File: config.mk
export PLATFORM = sky130hd
export DESIGN_NAME = flash_burst_buf
export DESIGN_NICKNAME = d
export VERILOG_FILES = /design/src/rtl/flash_bb_pkg.sv /design/src/rtl/fbb_tag_match.sv /design/src/rtl/fbb_line_store.sv /design/src/rtl/flash_burst_buf.sv
export SDC_FILE = /design/constraint.sdc
export NUM_CORES = 1
export LEC_CHECK = 0
export BUFFER_PORTS_ARGS = -buffer_cell sky130_fd_sc_hd__buf_2
export CAP_MARGIN = 20
export CELL_PAD_IN_SITES_DETAIL_PLACEMENT = 0
export CELL_PAD_IN_SITES_GLOBAL_PLACEMENT = 1
export CORE_MARGIN = 4
export CORE_UTILIZATION = 44
export DETAILED_ROUTE_END_ITERATION = 16
export PLACE_DENSITY_LB_ADDON = 0.1
export SETUP_SLACK_MARGIN = 0.3
export SYNTH_ARGS = -nofsm -noshare
export SYNTH_HDL_FRONTEND = slang
export SYNTH_HIERARCHICAL = 1
export SYNTH_SLANG_ARGS = --single-unit
File: constraint.sdc
create_clock -name clk -period 13.2 [get_ports clk]
set_input_delay 0.66 -clock clk [delete_from_list [all_inputs] [get_ports clk]]
set_output_delay 0.66 -clock clk [all_outputs]
set_load 0.02 [all_outputs]
File: src/rtl/flash_bb_pkg.sv
package flash_bb_pkg;
  localparam int NUM_BUFS = 2;
  typedef enum logic [1:0] {
    ST_IDLE = 2'd0,
    ST_WAIT = 2'd1,
    ST_BEAT = 2'd2
  } fbb_state_e;
endpackage

File: src/rtl/fbb_tag_match.sv
module fbb_tag_match
  import flash_bb_pkg::*;
#(
  parameter int TAG_W = 19
) (
  input  logic [TAG_W-1:0]                look_tag,
  input  logic [NUM_BUFS-1:0][TAG_W-1:0]  tags,
  input  logic [NUM_BUFS-1:0]             valid,
  output logic                            hit,
  output logic                            hit_way
);
  logic [NUM_BUFS-1:0] way_hit;

  genvar w;
  generate
    for (w = 0; w < NUM_BUFS; w++) begin : g_cmp
      assign way_hit[w] = valid[w] && (tags[w] == look_tag);
    end
  endgenerate

  assign hit     = |way_hit;
  assign hit_way = way_hit[1];
endmodule

File: src/rtl/fbb_line_store.sv
module fbb_line_store
  import flash_bb_pkg::*;
#(
  parameter int DW   = 32,
  parameter int WPL  = 8,
  parameter int OFFW = 3
) (
  input  logic              clk,
  input  logic              wr_en,
  input  logic              wr_way,
  input  logic [WPL*DW-1:0] wr_line,
  input  logic              rd_way,
  input  logic [OFFW-1:0]   rd_off,
  output logic [DW-1:0]     rd_word
);
  localparam int DEPTH = NUM_BUFS * WPL;

  logic [DW-1:0] mem [DEPTH];

  always_ff @(posedge clk) begin
    if (wr_en) begin
      for (int w = 0; w < WPL; w++) begin
        mem[{wr_way, OFFW'(w)}] <= wr_line[w*DW +: DW];
      end
    end
  end

  assign rd_word = mem[{rd_way, rd_off}];
endmodule

File: src/rtl/flash_burst_buf.sv
module flash_burst_buf
  import flash_bb_pkg::*;
#(
  parameter int             AW          = 24,
  parameter int             DW          = 32,
  parameter int             LINE_BYTES  = 32,
  parameter logic [AW-1:0]  BASE_ADDR   = 24'h040000,
  parameter int             REGION_BITS = 18,
  parameter bit             ALLOW_USER  = 1'b0,
  localparam int            LINE_LSB    = $clog2(LINE_BYTES),
  localparam int            TAG_W       = AW - LINE_LSB,
  localparam int            LINE_W      = LINE_BYTES * 8
) (
  input  logic              clk,
  input  logic              rst,
  input  logic              req_valid,
  input  logic [AW-1:0]     req_addr,
  input  logic              req_write,
  input  logic              req_user,
  input  logic              req_burst,
  input  logic              invalidate,
  output logic              rsp_ready,
  output logic [DW-1:0]     rsp_data,
  output logic              arr_rd,
  output logic [TAG_W-1:0]  arr_addr,
  input  logic [LINE_W-1:0] arr_rdata
);
  localparam int BYTE_W = $clog2(DW / 8);
  localparam int WPL    = LINE_BYTES / (DW / 8);
  localparam int OFFW   = $clog2(WPL);

  fbb_state_e                      state;
  logic [NUM_BUFS-1:0][TAG_W-1:0]  tags;
  logic [NUM_BUFS-1:0]             valid;
  logic                            lru;
  logic                            cur_way;
  logic [OFFW-1:0]                 cur_off;
  logic                            miss_pend;
  logic [TAG_W-1:0]                cap_tag;
  logic                            rsp_ready_q;
  logic [DW-1:0]                   rsp_data_q;

  logic [TAG_W-1:0] look_tag;
  logic             in_region, space_ok, accept;
  logic             hit, hit_way, fill;
  logic [OFFW-1:0]  rd_off;
  logic [DW-1:0]    store_word, first_word;
  logic             unused_bits;

  assign unused_bits = ^req_addr[BYTE_W-1:0];

  assign look_tag  = req_addr[AW-1:LINE_LSB];
  assign in_region = req_addr[AW-1:REGION_BITS] == BASE_ADDR[AW-1:REGION_BITS];
  assign space_ok  = ALLOW_USER || !req_user;
  assign accept    = (state == ST_IDLE) && req_valid && !req_write &&
                     in_region && space_ok;

  fbb_tag_match #(.TAG_W(TAG_W)) u_match (
    .look_tag (look_tag),
    .tags     (tags),
    .valid    (valid),
    .hit      (hit),
    .hit_way  (hit_way)
  );

  assign arr_rd   = accept && !hit;
  assign arr_addr = look_tag;

  assign fill   = (state == ST_WAIT) && miss_pend;
  assign rd_off = (state == ST_BEAT) ? cur_off + 1'b1 : cur_off;

  fbb_line_store #(.DW(DW), .WPL(WPL), .OFFW(OFFW)) u_store (
    .clk     (clk),
    .wr_en   (fill),
    .wr_way  (cur_way),
    .wr_line (arr_rdata),
    .rd_way  (cur_way),
    .rd_off  (rd_off),
    .rd_word (store_word)
  );

  assign first_word = miss_pend ? arr_rdata[cur_off*DW +: DW] : store_word;

  always_ff @(posedge clk) begin
    if (rst) begin
      state       <= ST_IDLE;
      tags        <= '0;
      lru         <= 1'b0;
      cur_way     <= 1'b0;
      cur_off     <= '0;
      miss_pend   <= 1'b0;
      cap_tag     <= '0;
      rsp_ready_q <= 1'b0;
      rsp_data_q  <= '0;
    end else begin
      case (state)
        ST_IDLE: begin
          if (accept) begin
            state     <= ST_WAIT;
            cur_off   <= req_addr[LINE_LSB-1:BYTE_W];
            cap_tag   <= look_tag;
            miss_pend <= !hit;
            if (hit) begin
              cur_way <= hit_way;
              lru     <= !hit_way;
            end else begin
              cur_way <= lru;
            end
          end
        end
        ST_WAIT: begin
          rsp_ready_q <= 1'b1;
          rsp_data_q  <= first_word;
          state       <= ST_BEAT;
          if (miss_pend) begin
            tags[cur_way] <= cap_tag;
            lru           <= !cur_way;
          end
        end
        ST_BEAT: begin
          if (req_valid && req_burst && (cur_off != '1)) begin
            cur_off    <= cur_off + 1'b1;
            rsp_data_q <= store_word;
          end else begin
            rsp_ready_q <= 1'b0;
            state       <= ST_IDLE;
          end
        end
        default: state <= ST_IDLE;
      endcase
    end
  end

  always_ff @(posedge clk) begin
    if (rst || invalidate) begin
      valid <= '0;
    end else if (fill) begin
      valid[cur_way] <= 1'b1;
    end
  end

  assign rsp_ready = rsp_ready_q;
  assign rsp_data  = rsp_data_q;
endmodule

==> reports/results.ini, run 1 <==
[outcome]
outcome=complete, no violations

[synth]
syn_area_per_cell_um2=17.8
synth_nets=1720
ys_warn_count=6
synth-async-reset-ratio_pct=0
synthFlopType=edfxtp_1
ys_ff_latch=612
yosysUniqueCellTypes=49
synth_edf_count=512
synth-seq-area-share_pct=68.4
syn-cell-area_um2=25400
syn_inst=1431

[floorplan]
core_um2=56800
fp.dieH_um=248
initial_core_util_pct=44.7
io_pins=340
dieWidth_um=248
core.rowCount=87
die_area_um2=61700

[placed_design]
dpl.hpwl_mm=40.8
gp_congestion=0.756
numPortBuffers=337
post-place-ws_ps=8230

[cts]
cts-hold-fix-buffers=0
cts.htree.levels=3
cts_tree=done
cts_root_buf=clkbuf_16
post_cts_buffers=0
clock_latency_ps=590
cts.sinks=612
clk_pin_slew_ps=60
cts_resized=0
clk_path_buf_depth=3
cts_buffers=67

[layout]
layout-drive-gt1-share_pct=36.6
num-nets-final=2036
area_growth_pct=18.1

[grt]
grt_pass1_wl_mm=96.0
antenna_found_initial=19
use_met2_pct=35.0
grt_use_met1_pct=28.1
gr-usage-all-layers_pct=21.1
grt-busiest-layer=met2
use_met3_pct=5.81
grt_pass1_vias=15000
grt_max_degree=81
overflow=0

[worst_setup_path]
crit_slowest_cell=buf_4
startpoint_type=flop
end_kind=flop
r2r-start=cur_off[0]$_SDFFE_PP0P_
crit_path_max_fanout=47
criticalPathCategory=reg -> reg
worstPathCellList=buf_4 -> xnor2_2 -> buf_4 -> buf_4 -> mux4_2 -> a22oi_1 -> nand2_1 -> nand3_1 -> o311ai_1
critPathTopFamily=buffers and inverters
worstReg2RegEnd=rsp_data[12]$_SDFFE_PP0P_
crit_arrival_ps=5110
cp.buffers_inverters=3
rrSetupSlack_ps=8530
path_common_cell=buf_4
cpPeakStageDelay_ps=880
cp.required_ps=13640
reg2reg_depth=9

[sta]
relSlewSlack_pct=27.0
setup_violations=0
rsz0062_at_grt=no
tns_ps=0
finalHoldViolCount=0
tightestPinTransition_ps=1100
fin_crit_sh_pct=35.4
fmax_mhz=214
drv_slew=0
setup_ws_ps=8530
skew_ps=18.8
period_needed_ps=4670

[detailed_routing]
drc=0
routedWlPerCell_um=25.5
viasPerCell=5.64
drtAntennaViolNets=0
drt-total-wl_mm=65.7
first_pass_iters=5
vias=14500
drtIter0Drc=1088

[worst_hold_path]
hold_path_end=u_store/mem[2][28]$_DFFE_PP_
hold_start=arr_rdata[92]
hp-class=in -> reg
holdPathStages=1

[job]
maxCapViolCount=0

[power_and_ir_drop]
powerDensity_nw_per_um2=137
leakagePower_nw=9.96
peakVddDrop_v=0.000114

## cells by family (layout without fill, tap and decap cells)
kind of cell | count (synthesis) | in the layout | synth area share, %
muxes | 194 | 194 | 17.4
AOI/OAI and AO/OA | 192 | 192 | 5.29
other | 0 | 18 | 0
DFF | 612 | 612 | 68.4
adders and majority gates | 2 | 2 | 0.0985
buffers and inverters | 150 | 521 | 3.24
xor gates and xnor gates | 39 | 39 | 1.34
and+or+nand+nor | 242 | 242 | 4.26
## per-stage QoR
stage / hold WS (ps) / utilization, % / cells / power [mW] / area (um^2)
2_1_floorplan: 441 / - / 1431 / 2.17 / 25400
3_3_place_gp: 452 / 48.6 / 2430 / 2.25 / 27600
3_5_place_dp: 457 / 48.6 / 2430 / 2.25 / 27600
4_1_cts: 224 / 52.6 / 2554 / 4.17 / 29900
5_1_grt: 230 / 52.7 / 2563 / 4.25 / 30000
6_report: 265 / 52.8 / 2576 / 4.12 / 30000
## where the power goes
| part | switching, mW | internal [mW] | total (mW) |
|---|---|---|---|
| registers | 0.000266 | 2.09 | 2.09 |
| logic | 0.0675 | 0.0512 | 0.119 |
| clock network | 0.753 | 1.16 | 1.91 |
## how the worst max path moves through the flow
stage	start	cells after the start	endpoint	slack, ps
after floorplan	state[1]$_SDFFE_PP0P_	3	u_store/mem[0][0]$_DFFE_PP_	330
after global placement	cur_off[0]$_SDFFE_PP0P_	10	rsp_data[11]$_SDFFE_PP0P_	8230
after detailed placement	cur_off[0]$_SDFFE_PP0P_	10	rsp_data[28]$_SDFFE_PP0P_	8230
after CTS	cur_off[0]$_SDFFE_PP0P_	10	rsp_data[11]$_SDFFE_PP0P_	8210
after global routing	cur_off[0]$_SDFFE_PP0P_	9	rsp_data[8]$_SDFFE_PP0P_	8040
final	cur_off[0]$_SDFFE_PP0P_	9	rsp_data[12]$_SDFFE_PP0P_	8530
## cell usage after synthesis (3+ instances only)
| cell type | instances | area, um^2 |
|---|---|---|
| edfxtp_1 | 512 | 15400 |
| mux4_2 | 174 | 3920 |
| nand2_1 | 147 | 552 |
| dfxtp_1 | 100 | 2000 |
| a22oi_1 | 95 | 713 |
| a21oi_1 | 58 | 290 |
| nand3_1 | 39 | 195 |
| clkbuf_1 | 38 | 143 |
| xor2_1 | 36 | 315 |
| inv_1 | 33 | 124 |
| buf_4 | 31 | 233 |
| o311ai_1 | 31 | 272 |
| buf_2 | 22 | 110 |
| mux4_1 | 18 | 473 |
| nor2_1 | 13 | 48.8 |
| buf_1 | 10 | 37.5 |
| nor4_1 | 9 | 56.3 |
| and3_1 | 7 | 43.8 |
| buf_6 | 5 | 56.3 |
| nor2b_1 | 5 | 31.3 |
| nor3_1 | 5 | 25.0 |
| nand4_1 | 4 | 25.0 |
| dlygate4sd1_1 | 3 | 26.3 |
| xnor2_1 | 3 | 26.3 |
## registers in the layout, indices dropped and copies added (netlist names)
signal,flops
cur_off,3
cap_tag,19
valid,2
rsp_ready,1
lru,1
state,2
u_store/mem,512
tags,38
rsp_data,32
cur_way,1
miss_pend,1
## layout by cell type (no fill, tap or decap), drive strengths merged, types with 7 or more instances in the layout
cell    instances
a21oi          58
a22oi          95
and3            7
buf           363
bufinv          7
clkbuf         94
clkinv         17
dfxtp         100
diode          18
edfxtp        512
inv            39
mux4          192
nand2         147
nand3          39
nor2           13
nor4           10
o311ai         31
xor2           36
## worst register-to-register path, stage by stage (launching register included)
cell and delay, ps:
dfxtp_4 820, buf_4 790, xnor2_2 230, buf_4 590, buf_4 900, mux4_2 700
a22oi_1 210, nand2_1 80, nand3_1 70, o311ai_1 120
## routing by layer
metal | vias up | wire (um)
met3 | 103 | 5330
met4 | 14 | 1280
met2 | 492 | 32600
met5 | - | 96
met1 | 7464 | 26400
li1 | 6461 | -
## cell type report
| class | count | area (um^2) |
|---|---|---|
| inverters | 34 | 128 |
| repair buffers | 363 | 1940 |
| clock inverters | 30 | 348 |
| flip-flops and latches | 612 | 17400 |
| fillers | 4699 | 26800 |
| well taps | 756 | 946 |
| diodes | 18 | 45.0 |
| clock buffers | 94 | 1920 |
| multi-input cells | 669 | 7290 |
(Power assumes the default switching activity.)
==> run 2, diff against run 1 <==
Settings changed: CORE_UTILIZATION 44 to 45.
Clock period 13.2 ns to 4.5 ns, I/O delays scaled along.
==> run 2 against run 1 <==
Effect of this change:
- critical path depth is 1 lower
- combinational power grew to 4.6 times the previous value
- final cell count is 9.9% higher
- flip-flop and latch count stayed put
- global-route usage is 1.6 points higher
- die area is 2.2% lower
- non-clock buffer count is 274 higher
- sequential power grew to 2.9 times the previous value
- largest cell class unchanged
==> reports/results.ini, run 2 (synthesis results as in run 1) <==
[placed_design]
dpl.hpwl_mm=40.4
numPortBuffers=337
gp_congestion=0.762

[worst_setup_path]
worstSetupPathDepth=8
cpPeakStageDelay_ps=610
criticalPathCategory=reg -> reg
crit_slowest_cell=buf_12
worstPathCellList=nand2b_1 -> xnor2_2 -> buf_12 -> mux4_2 -> a22oi_1 -> nand2_1 -> nand3_1 -> o311ai_1
cp.required_ps=4950
end_kind=flop
critPathTopFamily=buffers and inverters
cp.buffers_inverters=1
crit_path_max_fanout=84
startpoint_type=flop
reg2reg_depth=8
crit_arrival_ps=3650

[power_and_ir_drop]
leakagePower_nw=11.1
powerDensity_nw_per_um2=373
peakVddDrop_v=0.000242
pwr-share-clk_pct=45.3
power_switching_mw=2.45
p_seq_share_pct=50.2
finalPower_mw=12.2
p_int_mw=9.77
netSwitchingFraction_pct=20.0
pwr-share-comb_pct=4.5

[detailed_routing]
routedWlPerCell_um=24.1
drtIter0Drc=1089
viasPerCell=5.53
drc=0
drtAntennaViolNets=0
first_pass_iters=5
drt-total-wl_mm=68.2
vias=15600

[cts]
clk_path_buf_depth=3
cts.htree.levels=3
cts_root_buf=clkbuf_16
cts_tree=done
clk_pin_slew_ps=60
post_cts_buffers=0
cts.sinks=612
cts_buffers=67
clock_latency_ps=590

[worst_hold_path]
hp-class=in -> reg
holdPathStages=4

[layout]
utilization_pct=59.0
area_growth_pct=29.0
largest_reg_flops=512
layout-drive-gt1-share_pct=31.6
final_common_cell=edfxtp_1
num-nets-final=2310
final_cell_mix=512 x edfxtp_1, 336 x buf_2, 275 x dlygate4sd3_1
regMostFlops=u_store/mem
nFillCells=4285

[outcome]
outcome=complete, no violations

[sta]
skew_ps=13.3
hold_ws_ps=60.3
setup_violations=0
drv_slew=0
period_needed_ps=3200
tightestPinTransition_ps=1070
fin_crit_sh_pct=71.1
tns_ps=0
fmax_mhz=312
relSlewSlack_pct=28.6
rsz0062_at_grt=no
finalHoldViolCount=0

[floorplan]
initial_core_util_pct=45.8
fp.dieH_um=246
core_um2=55500
dieWidth_um=246
die_area_um2=60300
io_pins=340
core.rowCount=86

[grt]
gr-usage-all-layers_pct=22.7
grt_pass1_vias=16600
grt_pass1_wl_mm=103
grt_max_degree=157
overflow=0
antenna_found_initial=12

[job]
maxCapViolCount=0

run 2: final cells by class:
class                   count  area [um^2]  share of cell area, %
clock inverters            31          377                   1.15
well taps                 748          936                   2.86
multi-input cells         669         7290                   22.3
inverters                  34          128                  0.389
repair buffers            637         4790                   14.6
clock buffers              91         1840                   5.61
diodes                      9         22.5                 0.0687
flip-flops and latches    612        17400                   53.0
run 2: stage by stage:
| step | instances | setup WS (ps) | instance area, um^2 |
|---|---|---|---|
| 4_1_cts | 2821 | 1220 | 32700 |
| 6_report | 2831 | 1300 | 32800 |
| 5_1_grt | 2830 | 1010 | 32800 |
| 3_3_place_gp | 2422 | 1260 | 27700 |
| 2_1_floorplan | 1431 | -362 | 25400 |
| 3_5_place_dp | 2424 | 1240 | 27800 |
run 2: metal layers:
metal / global-route usage, % / vias up / part of all wire [%]
li1: - / 6987 / -
met1: 30.4 / 8013 / 41
met2: 38.5 / 509 / 50
met3: 4.35 / 125 / 5.9
met4: 6.29 / 8 / 2.5
met5: 0 / - / 0.060
run 2: worst reg2reg max path: cells and delay by family (launching register included):
| kind | cells | cell delay (ps) |
|---|---|---|
| flip-flops | 1 | 370 |
| multiplexers | 1 | 690 |
| buffers and inverters | 1 | 610 |
| XOR/XNOR | 1 | 490 |
| AO/OA/AOI/OAI | 2 | 350 |
| AND/OR/NAND/NOR | 3 | 550 |
run 2: worst paths after layout:
check / start / to / slack (ps)
setup / recovery: state[0]$_SDFFE_PP0P_ / rsp_data[4]$_SDFFE_PP0P_ / 1300
hold / removal: req_write / cur_off[0]$_SDFFE_PP0P_ / 60
setup reg to reg: state[0]$_SDFFE_PP0P_ / rsp_data[4]$_SDFFE_PP0P_ / 1300
hold reg to reg: tags[23]$_SDFFE_PP0P_ / tags[23]$_SDFFE_PP0P_ / 460
run 2: power by group through the flow:
stage	Clock, mW	Combinational, mW	Sequential [mW]
after global routing	5.91	0.591	6.12
after detailed placement	0	0.353	6.25
after global placement	0	0.347	6.25
after CTS	5.67	0.551	6.13
final	5.54	0.551	6.13
after floorplan	0	0.112	6.25
run 2: repair_timing:
action                                 CTS  global route
hold buffers                           275             0
endpoints found under the hold margin  531             0
resized for setup                        0             0
